File: src/rtl/sout_pkg.sv
package sout_pkg;
    localparam int SAMP_W = 16;
    localparam int HDR_W  = 24;

    typedef logic signed [SAMP_W-1:0] samp_t;

    localparam logic [HDR_W-1:0] HDR_WORD = {4'b1100, {(HDR_W-4){1'b0}}};

    typedef struct packed {
        logic active;      // chip select asserted after synchronisation
        logic sclk_fall;   // synchronised falling edge while active
        logic first_fall;  // falling edge on bit 0 of a frame
    } spi_ev_t;

    function automatic samp_t clip16(input logic signed [31:0] v);
        logic signed [31:0] hi;
        logic signed [31:0] lo;
        hi = (32'sd1 <<< (SAMP_W-1)) - 32'sd1;
        lo = -(32'sd1 <<< (SAMP_W-1));
        if (v > hi)      return samp_t'(hi);
        else if (v < lo) return samp_t'(lo);
        else             return samp_t'(v);
    endfunction
endpackage

File: src/rtl/sout_sync.sv
module sout_sync #(
    parameter int W = 1,
    parameter logic [W-1:0] RST_VAL = '0
) (
    input  logic         clk,
    input  logic         rst,
    input  logic [W-1:0] d,
    output logic [W-1:0] q
);
    for (genvar i = 0; i < W; i++) begin : g_bit
        logic meta;
        logic stab;
        always_ff @(posedge clk) begin
            if (rst) begin
                meta <= RST_VAL[i];
                stab <= RST_VAL[i];
            end else begin
                meta <= d[i];
                stab <= meta;
            end
        end
        assign q[i] = stab;
    end
endmodule

File: src/rtl/sout_sat.sv
module sout_sat
    import sout_pkg::*;
#(
    parameter int NUM_CH = 2,
    parameter int IN_W   = 24,
    localparam int DATA_W = NUM_CH * SAMP_W
) (
    input  logic [NUM_CH*IN_W-1:0] raw,
    output logic [DATA_W-1:0]      sat
);
    for (genvar i = 0; i < NUM_CH; i++) begin : g_ch
        logic signed [31:0] ext;
        assign ext = 32'($signed(raw[i*IN_W +: IN_W]));
        assign sat[(NUM_CH-1-i)*SAMP_W +: SAMP_W] = clip16(ext);
    end
endmodule

File: src/rtl/adc_sout_port.sv
module adc_sout_port
    import sout_pkg::*;
#(
    parameter int NUM_CH = 2,
    parameter int IN_W   = 24
) (
    input  logic                   clk,
    input  logic                   rst,
    input  logic                   conv_done,
    input  logic [NUM_CH*IN_W-1:0] samples,
    input  logic                   cs_n,
    input  logic                   sclk,
    output logic                   dout,
    output logic                   dout_oe,
    output logic                   drdy_n
);
    localparam int DATA_W  = NUM_CH * SAMP_W;
    localparam int FRAME_W = HDR_W + DATA_W;
    localparam int CNT_W   = $clog2(FRAME_W + 1);

    logic [1:0]        sync_q;
    logic              sclk_s;
    logic              cs_s;
    logic              sclk_q;
    spi_ev_t           ev;
    logic [DATA_W-1:0] sat_now;
    logic [DATA_W-1:0] dat;
    logic [DATA_W-1:0] dat_nxt;
    logic [DATA_W-1:0] shadow;
    logic              pend;
    logic [FRAME_W-1:0] sh;
    logic [CNT_W-1:0]  cnt;
    logic              drdy_r;
    logic              rearm;

    sout_sync #(.W(2), .RST_VAL(2'b01)) u_sync (
        .clk (clk),
        .rst (rst),
        .d   ({sclk, cs_n}),
        .q   (sync_q)
    );
    assign sclk_s = sync_q[1];
    assign cs_s   = sync_q[0];

    sout_sat #(.NUM_CH(NUM_CH), .IN_W(IN_W)) u_sat (
        .raw (samples),
        .sat (sat_now)
    );

    always_comb begin
        ev.active     = ~cs_s;
        ev.sclk_fall  = ev.active & sclk_q & ~sclk_s;
        ev.first_fall = ev.sclk_fall & (cnt == '0);
        if (conv_done)  dat_nxt = sat_now;
        else if (pend)  dat_nxt = shadow;
        else            dat_nxt = dat;
    end

    // frame datapath
    always_ff @(posedge clk) begin
        if (rst) begin
            sclk_q <= 1'b0;
            dat    <= '0;
            shadow <= '0;
            pend   <= 1'b0;
            sh     <= {HDR_WORD, {DATA_W{1'b0}}};
            cnt    <= '0;
        end else begin
            sclk_q <= sclk_s;
            if (!ev.active) begin
                dat  <= dat_nxt;
                pend <= 1'b0;
                sh   <= {HDR_WORD, dat_nxt};
                cnt  <= '0;
            end else begin
                if (conv_done) begin
                    shadow <= sat_now;
                    pend   <= 1'b1;
                end
                if (ev.sclk_fall) begin
                    sh <= {sh[FRAME_W-2:0], 1'b0};
                    if (cnt != CNT_W'(FRAME_W)) cnt <= cnt + 1'b1;
                end
            end
        end
    end

    // ready flag
    always_ff @(posedge clk) begin
        if (rst) begin
            drdy_r <= 1'b1;
            rearm  <= 1'b0;
        end else if (conv_done) begin
            if (drdy_r) begin
                drdy_r <= 1'b0;
                rearm  <= 1'b0;
            end else begin
                drdy_r <= 1'b1;
                rearm  <= 1'b1;
            end
        end else if (rearm) begin
            drdy_r <= 1'b0;
            rearm  <= 1'b0;
        end else if (ev.first_fall) begin
            drdy_r <= 1'b1;
        end
    end

    assign dout    = ev.active & sh[FRAME_W-1];
    assign dout_oe = ev.active;
    assign drdy_n  = drdy_r;
endmodule

File: config.mk
export PLATFORM = sky130hd
export DESIGN_NAME = adc_sout_port
export DESIGN_NICKNAME = d
export VERILOG_FILES = /design/src/rtl/sout_pkg.sv /design/src/rtl/sout_sync.sv /design/src/rtl/sout_sat.sv /design/src/rtl/adc_sout_port.sv
export SDC_FILE = /design/constraint.sdc
export NUM_CORES = 1
export LEC_CHECK = 0
export CORE_ASPECT_RATIO = 0.7
export CORE_MARGIN = 4
export CORE_UTILIZATION = 40
export CTS_BUF_LIST = sky130_fd_sc_hd__clkbuf_4
export DETAILED_ROUTE_END_ITERATION = 7
export PLACE_DENSITY = 0.57
export SYNTH_ARGS = -nofsm -noshare
export SYNTH_HDL_FRONTEND = slang
export SYNTH_SLANG_ARGS = --single-unit
File: constraint.sdc
create_clock -name clk -period 4.55 [get_ports clk]
set_input_delay 0.6825 -clock clk [delete_from_list [all_inputs] [get_ports clk]]
set_output_delay 0.6825 -clock clk [all_outputs]
set_load 0.02 [all_outputs]
# After elaboration in Yosys (flattened, before gate mapping)

Cells that the tools add are included.

Input bits: 53
Word-level logic and storage cells: 45
Output and inout port bits: 3
Register bits: 134

Reduce and logical (&&, ||, !) cells: 7
Equality and inequality tests: 1
Mux-type cells: 12
Magnitude comparators: 4
Bitwise operators: 7
$add $sub $neg: 1

Operator list:

| kind                                                          | number |
|---|---|
| 2-to-1 mux 32 bit                                             | 4 |
| 2-to-1 mux 16 bit                                             | 4 |
| > comparator 24 x 16 -> 1 bit (second input constant)         | 2 |
| less-than comparator 24 x 16 -> 1 bit (second input constant) | 2 |
| adder 6 x 1 -> 6 bit (second input constant)                  | 1 |
| logical NOT 6 bit                                             | 1 |
| != test 6 bit (second input constant)                         | 1 |
| bitwise AND 1 bit                                             | 4 |
| 2-to-1 mux 1 bit                                              | 4 |
| AND reduction 2 bit                                           | 2 |
| OR reduction 2 bit                                            | 2 |
| NOT 1 bit                                                     | 3 |
| nonzero test 3 bit                                            | 1 |
| nonzero test 2 bit                                            | 1 |

# Logic depth before layout (Yosys ltp)

Gate-level depths: netlist (run 1).

Depth after elaboration: 7
Mapped depth: 7
Depth with buffers taken out: 6

# By module

Synthesis (run 1) repeated with hierarchy kept, for this count alone.

Cell total of the unflattened synthesis: 718
Area total of the unflattened synthesis: 6,348.6 um^2

Modules (own cells, without submodules):

| module        | cells an instance | area each (um^2) | times used | sequential area each (um^2) |
|---|---|---|---|---|
| adc_sout_port | 622               | 5,574.1          | 1          | 2,602.5 |
| sout_sat      | 86                | 654.4            | 1          | 0.0 |
| sout_sync     | 10                | 120.1            | 1          | 80.1 |

# Least setup slack after synthesis (run 1)

No wires, ideal clock.

Path type: input-to-reg
Start: input port samples[19]
End: register sh[26]
Setup time: 0.134 ns
Data required time: 4.416 ns
Path buffers: 1
Cell stages on the path: 5
Arrival time: 1.802 ns
Path slack: 2.613 ns
Path through: nor4_2 -> buf_2 -> nand4b_1 -> o221ai_1 -> a211oi_1

Longest elaborated chain between the ends: 5
Elaborated cells between the ends (all ways): 6
Classes of those cells: 2 x order compare; 4 x mux

Ends and longest elaborated chain:

| element                               | line                | text |
|---|---|---|
| start: declaration                    | adc_sout_port.sv:10 | `input logic [NUM_CH*IN_W-1:0] samples,` |
| less-than comparator 24 x 16 -> 1 bit | sout_pkg.sv:21      | `else if (v < lo) return samp_t'(lo);` |
| 2-to-1 mux 16 bit                     | sout_pkg.sv:21      |  |
| 2-to-1 mux 16 bit *                   | sout_pkg.sv:20      | `if (v > hi) return samp_t'(hi);` |
| 2-to-1 mux 32 bit *                   | adc_sout_port.sv:54 | `if (conv_done) dat_nxt = sat_now;` |
| 2-to-1 mux 32 bit *                   | adc_sout_port.sv:70 | `if (!ev.active) begin` |
| end signal: assignment                | adc_sout_port.sv:66 | `sh <= {HDR_WORD, {DATA_W{1'b0}}};` |
| end signal: assignment                | adc_sout_port.sv:73 | `sh <= {HDR_WORD, dat_nxt};` |
| end signal: assignment                | adc_sout_port.sv:81 | `sh <= {sh[FRAME_W-2:0], 1'b0};` |
| end: declaration                      | adc_sout_port.sv:31 | `logic [FRAME_W-1:0] sh;` |

Every way passes the cells marked *; elsewhere a longest branch is shown, timed or not.
A chain may end at the register's enable or synchronous reset.

# Worst setup path after layout (run 1)

Start: register u_sync.g_bit[0].stab
End: output port dout_oe

Longest elaborated chain between the ends: 1

Ends and longest elaborated chain:

| element                  | line                | text |
|---|---|---|
| start: declaration       | sout_sync.sv:12     | `logic stab;` |
| start signal: assignment | sout_sync.sv:16     | `stab <= RST_VAL[i];` |
| start signal: assignment | sout_sync.sv:19     | `stab <= meta;` |
| NOT 1 bit (no line)      | -                   |  |
| end: declaration         | adc_sout_port.sv:14 | `output logic dout_oe,` |

Every way passes these cells.

==> flow_summary.yaml, run 1 <==
floorplanning:
  core_area_um2: 14800
  ioPinCount: 56
  rows: 37
  dieArea_um2: 17300
  die_w_um: 155
  initial_utilization: 0.411
  die_h_um: 111
cells_and_area:
  drive_gt1_frac: 0.114
  stdcell_count: 967
  nets: 814
  final_common_cell: "nand2_1"
  areaGrowthSynthToFinish_pct: 15.4
  most-common-layout-cells: "nand2_1, dfxtp_1, a21oi_1"
  fillers: 1444
  antenna_cells: 0
worst_setup_path:
  cp_data_arrival_time_ns: 2.44
  path_cells: "buf_4, inv_2, clkdlybuf4s50_1"
  cp.required_ns: 3.87
  path_max_fanout: 25
  slowest_stage: "dfxtp_1"
  cp_slowest_stage_delay_ns: 0.63
  criticalPathCategory: "register to output pin"
  end_kind: "output pin"
  start_kind: "register"
  r2r_slack_ns: 1.87
timing:
  max_clock_freq_ghz: 0.320
  rsz0062_at_grt: "false"
  hold_viol: 0
  fin_worst_skew_ns: 0.0168
  finalCritPeriodShare: 0.687
  tightest_slew_ns: 1.20
  setup_ws_ns: 1.42
  slew_viol_final: 0
  timing.slew.headroom: 0.200
  timing.final.crit_period_ns: 3.13
  setup_tns_ns: 0
  setup_viol: 0
run:
  cap_violations: 0
clocking:
  clk_latency_ns: 0.53
  cts_setup_buffers: 0
  post_cts_resized: 0
  clockBufferDepth: 2
  cts_root_buf: "clkbuf_4"
  cts_max_level: 4
  clkTransAtPathRegs_ns: 0.12
  cts_num_sinks: 134
  ctsHoldBuffers: 0
  cts_tree: "built"
  cts-buffers-inserted: 17
global_routing:
  antenna_found_initial: 0
  grt_usage: 0.191
  grt_max_degree: 58
  grt_pass1_wl_um: 27000
  grt_pass1_vias: 5263
  grt_overflow: 0
placement:
  dp_slack_ns: 0.813
  placed_cells: 934
  hpwlAfterDp_um: 9960
  io_buffers: 55
  gp_congestion: 0.787
pwr:
  p_leak_nw: 2.42
  vdd_drop_max_uv: 158
  p_per_area_nw_per_um2: 341
status:
  status: "complete, no violations"
synthesis:
  synth.avg_cell_area_um2: 8.32
  async_reset_ff_frac: 0
  synth_edf_count: 0
  synth_top_flop_cell: "dfxtp_1"
  syn_area_um2: 6080
  synth-seq-area-share: 0.441
  ys.warnings.count: 0
  syn_nets: 786
  yosysUniqueCellTypes: 46
  ys_ff_latch: 134
  syn_inst: 731
routing:
  final_antenna_net_count: 0
  drt_wl_total_um: 16700
  vias: 5500
  first_iter_violations: 352
  drc: 0
  first_pass_iters: 5
  drt-vias-per-instance: 5.69
  detail_route.wl_per_cell_um: 17.3
worst_hold_path:
  hold_class: "register to register"
## cell type report
type                            count  area (um^2)  share of cell area
Clock buffer                       17          128              0.0182
Inverter                           11         41.3             0.00588
Timing Repair Buffer               69          651              0.0927
Multi-Input combinational cell    526         3100               0.441
Clock inverter                     15          176              0.0251
Sequential cell                   134         2680               0.382
Tap cell                          195          244              0.0348
## synth_stat cells (all sizes together), types with 9 or more instances
cell    count  area [um^2]
a211oi     32          258
a21oi      57          285
a221o      14          140
buf        16          103
clkbuf     44          165
dfxtp     134         2680
inv        11         41.3
mux2       12          135
mux2i      25          250
nand2     144          541
nand2b     13         81.3
nand3      10         50.1
nand4b     10         87.6
nor2       57          239
nor3       27          135
nor4        9         81.3
o21ai      47          235
o221ai     29          254
## metal layers
metal  global-route usage  up-vias  part of all wire
met3               0.0394       21             0.050
met4               0.0536        0             0.012
met1                0.268     2659              0.48
met2                0.296      149              0.45
met5                    0        -                 0
li1                     -     2671                 -
## power breakdown
part / leakage [nW] / switching, mW / internal [mW] / total, mW
registers: 1.10 / 0.0309 / 1.23 / 1.26
clock network: 0.161 / 0.482 / 0.384 / 0.866
logic: 1.16 / 0.148 / 0.118 / 0.266
total: 2.42 / 0.660 / 1.73 / 2.39
## critical path, delay by kind of cell, from the launching register on
family                 cells  cell delay [ns]
buffers and inverters      3             1.27
flip-flops                 1             0.63
## sequential cells by signal, indices dropped and copies added (netlist names)
signal             cells
sh                    56
cnt                    6
shadow                32
rearm                  1
drdy_n                 1
dat                   32
sclk_q                 1
u_sync.g_bit.meta      2
pend                   1
u_sync.g_bit.stab      2
## stage by stage
| stage | hold slack [ns] | instance area (um^2) | utilization | total power [mW] |
|---|---|---|---|---|
| 6_report | 0.421 | 7020 | 0.474 | 2.39 |
| 5_1_grt | 0.445 | 7020 | 0.474 | 2.49 |
| 4_1_cts | 0.423 | 7010 | 0.473 | 2.41 |
| 3_5_place_dp | 0.395 | 6710 | 0.453 | 1.55 |
| 3_3_place_gp | 0.396 | 6710 | 0.453 | 1.54 |
| 2_1_floorplan | 0.389 | 6080 | - | 1.44 |
## final timing paths
check	to	start	depth (start not counted)
worst max-delay path	dout_oe	u_sync.g_bit[0].stab$_SDFF_PP1_	3
worst max register to register	sh[13]$_SDFFE_PP0P_	u_sync.g_bit[0].stab$_SDFF_PP1_	7
worst min register to register	drdy_n$_SDFFE_PP1P_	rearm$_SDFF_PP0_	1
worst min-delay path	drdy_n$_SDFFE_PP1P_	rearm$_SDFF_PP0_	1
## cells by family after synthesis
kind of cell / share of synthesized area
mux: 0.0633
fa+ha+maj: 0.00411
xor+xnor: 0.00576
flops: 0.441
compound gates: 0.211
simple gates: 0.224
buf+inv: 0.0508
No activity file was read; power rests on OpenSTA's default activity.
==> run 2: changes to the inputs <==
PLACE_DENSITY = 0.59   (was 0.57)
clock period = 2.8 ns   (was 4.55 ns; I/O delays follow)
==> flow_summary.yaml, run 2 (synthesized netlist as in run 1, its figures left out) <==
routing:
  detail_route.wl_per_cell_um: 16.6
  drt_wl_total_um: 16300
  first_iter_violations: 354
  drc: 0
  vias: 5506
  first_pass_iters: 5
  drt-vias-per-instance: 5.61
  final_antenna_net_count: 0
worst_hold_path:
  hold_start: "rst"
  hold_depth: 2
  hold_class: "input pin to register"
  hold_end: "shadow[31]$_SDFFE_PP0P_"
worst_setup_path:
  slowest_stage: "clkdlybuf4s50_1"
  criticalPathCategory: "register to output pin"
  cp_slowest_stage_delay_ns: 0.68
  r2r-start: "u_sync.g_bit[0].stab$_SDFF_PP1_"
  r2r_slack_ns: 0.76
  cp_top_family: "buffers and inverters"
  end_kind: "output pin"
  path_cells: "inv_2, clkdlybuf4s50_1"
  cp.required_ns: 2.38
  reg2reg_depth: 5
  rr_endpoint: "sh[5]$_SDFFE_PP0P_"
  cp_data_arrival_time_ns: 2.00
  start_kind: "register"
  path_max_fanout: 21
  crit_buf_inv: 2
pwr:
  vdd_drop_max_uv: 232
  power.switching_mw: 1.03
  switching_share: 0.281
  p_per_area_nw_per_um2: 519
  combPwrFrac: 0.119
  p_clk_frac: 0.326
  p_seq_frac: 0.555
  p_leak_nw: 2.47
  p_int_mw: 2.65
floorplanning:
  rows: 37
  initial_utilization: 0.411
  die_w_um: 155
  ioPinCount: 56
  die_h_um: 111
  dieArea_um2: 17300
  core_area_um2: 14800
cells_and_area:
  most-common-layout-cells: "nand2_1, dfxtp_1, a21oi_1"
  nets: 829
  multi_input_area_um2: 3100
  reg.largest.list: "sh: 56 flops, dat: 32 flops, shadow: 32 flops"
  largest_reg_flops: 56
  final_common_cell: "nand2_1"
  areaGrowthSynthToFinish_pct: 16.6
  antenna_cells: 0
  regArea_um2: 2690
  top_register: "sh"
  fillers: 1433
  drive_gt1_frac: 0.132
run:
  cap_violations: 0
global_routing:
  use_met1: 0.262
  grt_busiest_layer: "met2"
  grt_pass1_vias: 5382
  grt_pass1_wl_um: 27000
  grt_use_met2: 0.295
  antenna_found_initial: 0
  grt_usage: 0.190
  grt_overflow: 0
  met3_usage: 0.0484
  grt_max_degree: 36
timing:
  timing.final.crit_period_ns: 2.42
  max_clock_freq_ghz: 0.414
  finalCritPeriodShare: 0.863
  setup_viol: 0
  fin_worst_skew_ns: 0.0266
  timing.slew.headroom: 0.420
  tightest_slew_ns: 0.869
  setup_ws_ns: 0.383
  rsz0062_at_grt: "false"
  setup_tns_ns: 0
  slew_viol_final: 0
  hold_viol: 0
placement:
  dp_slack_ns: 0.345
  hpwlAfterDp_um: 10700
  io_buffers: 55
  gp_congestion: 0.893
clocking:
  clkTransAtPathRegs_ns: 0.13
  cts_num_sinks: 134
  clockBufferDepth: 2
  ctsHoldBuffers: 0
  cts_max_level: 4
  cts_root_buf: "clkbuf_4"
  cts_tree: "built"
  clk_latency_ns: 0.53
  cts-buffers-inserted: 17
status:
  status: "complete, no violations"
-- run 2: per-stage QoR --
| stage | hold slack [ns] | area, um^2 | util | cells | total power [mW] |
|---|---|---|---|---|---|
| 2_1_floorplan | 0.389 | 6080 | - | 731 | 2.33 |
| 3_3_place_gp | 0.410 | 6830 | 0.461 | 950 | 2.51 |
| 3_5_place_dp | 0.406 | 6830 | 0.461 | 950 | 2.52 |
| 4_1_cts | 0.368 | 7090 | 0.479 | 982 | 3.72 |
| 5_1_grt | 0.387 | 7090 | 0.479 | 982 | 3.88 |
| 6_report | 0.415 | 7090 | 0.479 | 982 | 3.68 |
-- run 2: how the worst max path moves through the flow --
stage                                                from                   to  slack, ns  depth (start not counted)
after floorplan                               samples[19]  sh[26]$_SDFFE_PP0P_       1.13                          5
after global placement                        samples[42]   sh[1]$_SDFFE_PP0P_       0.37                          5
after detailed placement                      samples[42]   sh[1]$_SDFFE_PP0P_       0.35                          5
after CTS                 u_sync.g_bit[0].stab$_SDFF_PP1_              dout_oe       0.06                          2
after global routing      u_sync.g_bit[0].stab$_SDFF_PP1_              dout_oe       0.24                          2
final                     u_sync.g_bit[0].stab$_SDFF_PP1_              dout_oe       0.38                          2
-- run 2: what timing repair did --
action                                  CTS  global route
buffers inserted                          0             0
endpoints found under the setup margin    0             1
gates resized for setup                   0             1
-- run 2: cell type report --
| type | count | share of cell area |
|---|---|---|
| well taps | 195 | 0.0344 |
| repair buffers | 84 | 0.108 |
| inverters | 11 | 0.00582 |
| flip-flops and latches | 134 | 0.379 |
| clock buffers | 18 | 0.0191 |
| multi-input cells | 526 | 0.437 |
| clock inverters | 14 | 0.0180 |
-- run 2: routing by layer --
metal	vias up	routed length, um
met4	0	129
met3	14	815
li1	2698	-
met1	2659	7850
met2	135	7470
met5	-	0
-- run 2: worst register-to-register path, cell delays in order (launching register included) --
cell and delay, ns:
dfxtp_2 0.56, inv_2 0.26, nand2_1 0.51, buf_4 0.33, nor2_1 0.06, a211oi_1 0.20
-- run 2: power by group through the flow --
stage	Sequential (mW)	Combinational [mW]	Clock (mW)
2_1_floorplan	2.07	0.264	0
3_3_place_gp	2.08	0.428	0
3_5_place_dp	2.09	0.438	0
4_1_cts	2.04	0.439	1.24
5_1_grt	2.06	0.487	1.33
6_report	2.04	0.440	1.20
==> run 3: changes to the inputs <==
clock period = 1.9 ns   (was 2.8 ns; I/O delays follow)
==> flow_summary.yaml, run 3 (synthesized netlist as in run 1, its figures left out) <==
worst_hold_path:
  hold_depth: 2
  hold_class: "input pin to register"
clocking:
  cts-buffers-inserted: 17
  clockBufferDepth: 2
  clkTransAtPathRegs_ns: 0.12
  cts_num_sinks: 134
  cts_tree: "built"
  cts_root_buf: "clkbuf_4"
  clk_latency_ns: 0.51
  cts_max_level: 4
cells_and_area:
  fin_util: 0.495
  stdcell_count: 1007
  reg.largest.list: "sh: 56 flops, dat: 32 flops, shadow: 32 flops"
  nets: 853
  drive_gt1_frac: 0.162
  final_common_cell: "nand2_1"
  areaGrowthSynthToFinish_pct: 20.6
  top_register: "sh"
  largest_reg_flops: 56
  fillers: 1425
  most-common-layout-cells: "nand2_1, dfxtp_1, a21oi_1"
global_routing:
  grt_pass1_wl_um: 27500
  grt_pass1_vias: 5491
  grt_usage: 0.192
  grt_overflow: 0
  grt_max_degree: 76
  antenna_found_initial: 1
worst_setup_path:
  path_cells: "buf_4, inv_8, clkdlybuf4s15_2"
  start_kind: "register"
  path_max_fanout: 16
  cp_data_arrival_time_ns: 1.48
  end_kind: "output pin"
  slowest_stage: "dfxtp_1"
  criticalPathCategory: "register to output pin"
  cp_slowest_stage_delay_ns: 0.40
  cp.required_ns: 1.62
  reg2reg_depth: 6
placement:
  placed_cells: 974
  gp_congestion: 0.822
  io_buffers: 55
  dp_slack_ns: -0.408
  hpwlAfterDp_um: 11200
timing:
  rsz0062_at_grt: "false"
  setup_ws_ns: 0.134
  holdWs_ns: 0.333
  fin_worst_skew_ns: 0.0176
  timing.slew.headroom: 0.554
  max_clock_freq_ghz: 0.566
  timing.final.crit_period_ns: 1.77
  finalCritPeriodShare: 0.930
  slew_viol_final: 0
  hold_viol: 0
  setup_viol: 0
  tightest_slew_ns: 0.668
pwr:
  p_leak_nw: 2.61
  p_per_area_nw_per_um2: 751
  vdd_drop_max_uv: 389
routing:
  drt_wl_total_um: 16300
  final_antenna_net_count: 0
  vias: 5584
  drt-vias-per-instance: 5.55
  detail_route.wl_per_cell_um: 16.1
  drc: 0
  first_pass_iters: 5
  first_iter_violations: 297
floorplanning:
  rows: 37
  core_area_um2: 14800
  dieArea_um2: 17300
  die_h_um: 111
  ioPinCount: 56
  initial_utilization: 0.411
  die_w_um: 155
run:
  cap_violations: 0
status:
  status: "complete, no violations"
[run 3: repair_timing]
action	CTS	global route
setup buffers	0	0
pin swaps	0	1
hold buffers	0	0
gates cloned	0	0
gates resized for setup	8	6
endpoints found under the setup margin	3	33
[run 3: path summary, 6_finish.rpt]
| path | start | endpoint | slack (ns) |
|---|---|---|---|
| worst min register to register | u_sync.g_bit[0].meta$_SDFF_PP1_ | u_sync.g_bit[0].stab$_SDFF_PP1_ | 0.43 |
| worst max-delay path | u_sync.g_bit[0].stab$_SDFF_PP1_ | dout_oe | 0.13 |
| worst max register to register | cnt[0]$_SDFFE_PP0P_ | cnt[2]$_SDFFE_PP0P_ | 0.20 |
| worst min-delay path | cs_n | u_sync.g_bit[0].meta$_SDFF_PP1_ | 0.33 |
[run 3: per-layer routing]
layer	vias to the layer above	GRT usage	wire, um
met3	16	0.0433	887
li1	2743	-	-
met5	-	0	0
met1	2679	0.268	7720
met4	0	0.0449	144
met2	146	0.301	7500
[run 3: layout make-up]
| class | instances | area (um^2) | share of cell area |
|---|---|---|---|
| inverter | 11 | 48.8 | 0.00665 |
| multi-input combinational | 526 | 3120 | 0.424 |
| clock buffer | 17 | 128 | 0.0174 |
| antenna | 1 | 2.50 | 0.000341 |
| tap | 195 | 244 | 0.0332 |
| timing repair buffer | 108 | 976 | 0.133 |
| clock inverter | 15 | 141 | 0.0193 |
| sequential | 134 | 2680 | 0.366 |
[run 3: report_power, final]
part | switching [mW] | internal, mW | leakage, nW
registers | 0.0679 | 2.94 | 1.10
clock network | 1.14 | 0.674 | 0.140
logic | 0.368 | 0.320 | 1.37
[run 3: worst max-delay path: cells and delay by family (launching register included)]
kind                   cells  cell delay [ns]
flip-flops                 1             0.40
buffers and inverters      3             0.56
[run 3: stage by stage]
step	area (um^2)	setup TNS, ns	total power [mW]
after CTS	7320	0	5.56
after global routing	7340	0	5.79
after detailed placement	7050	-16.63	3.75
final	7340	0	5.52
after floorplan	6080	0	3.44
after global placement	7050	-14.36	3.73
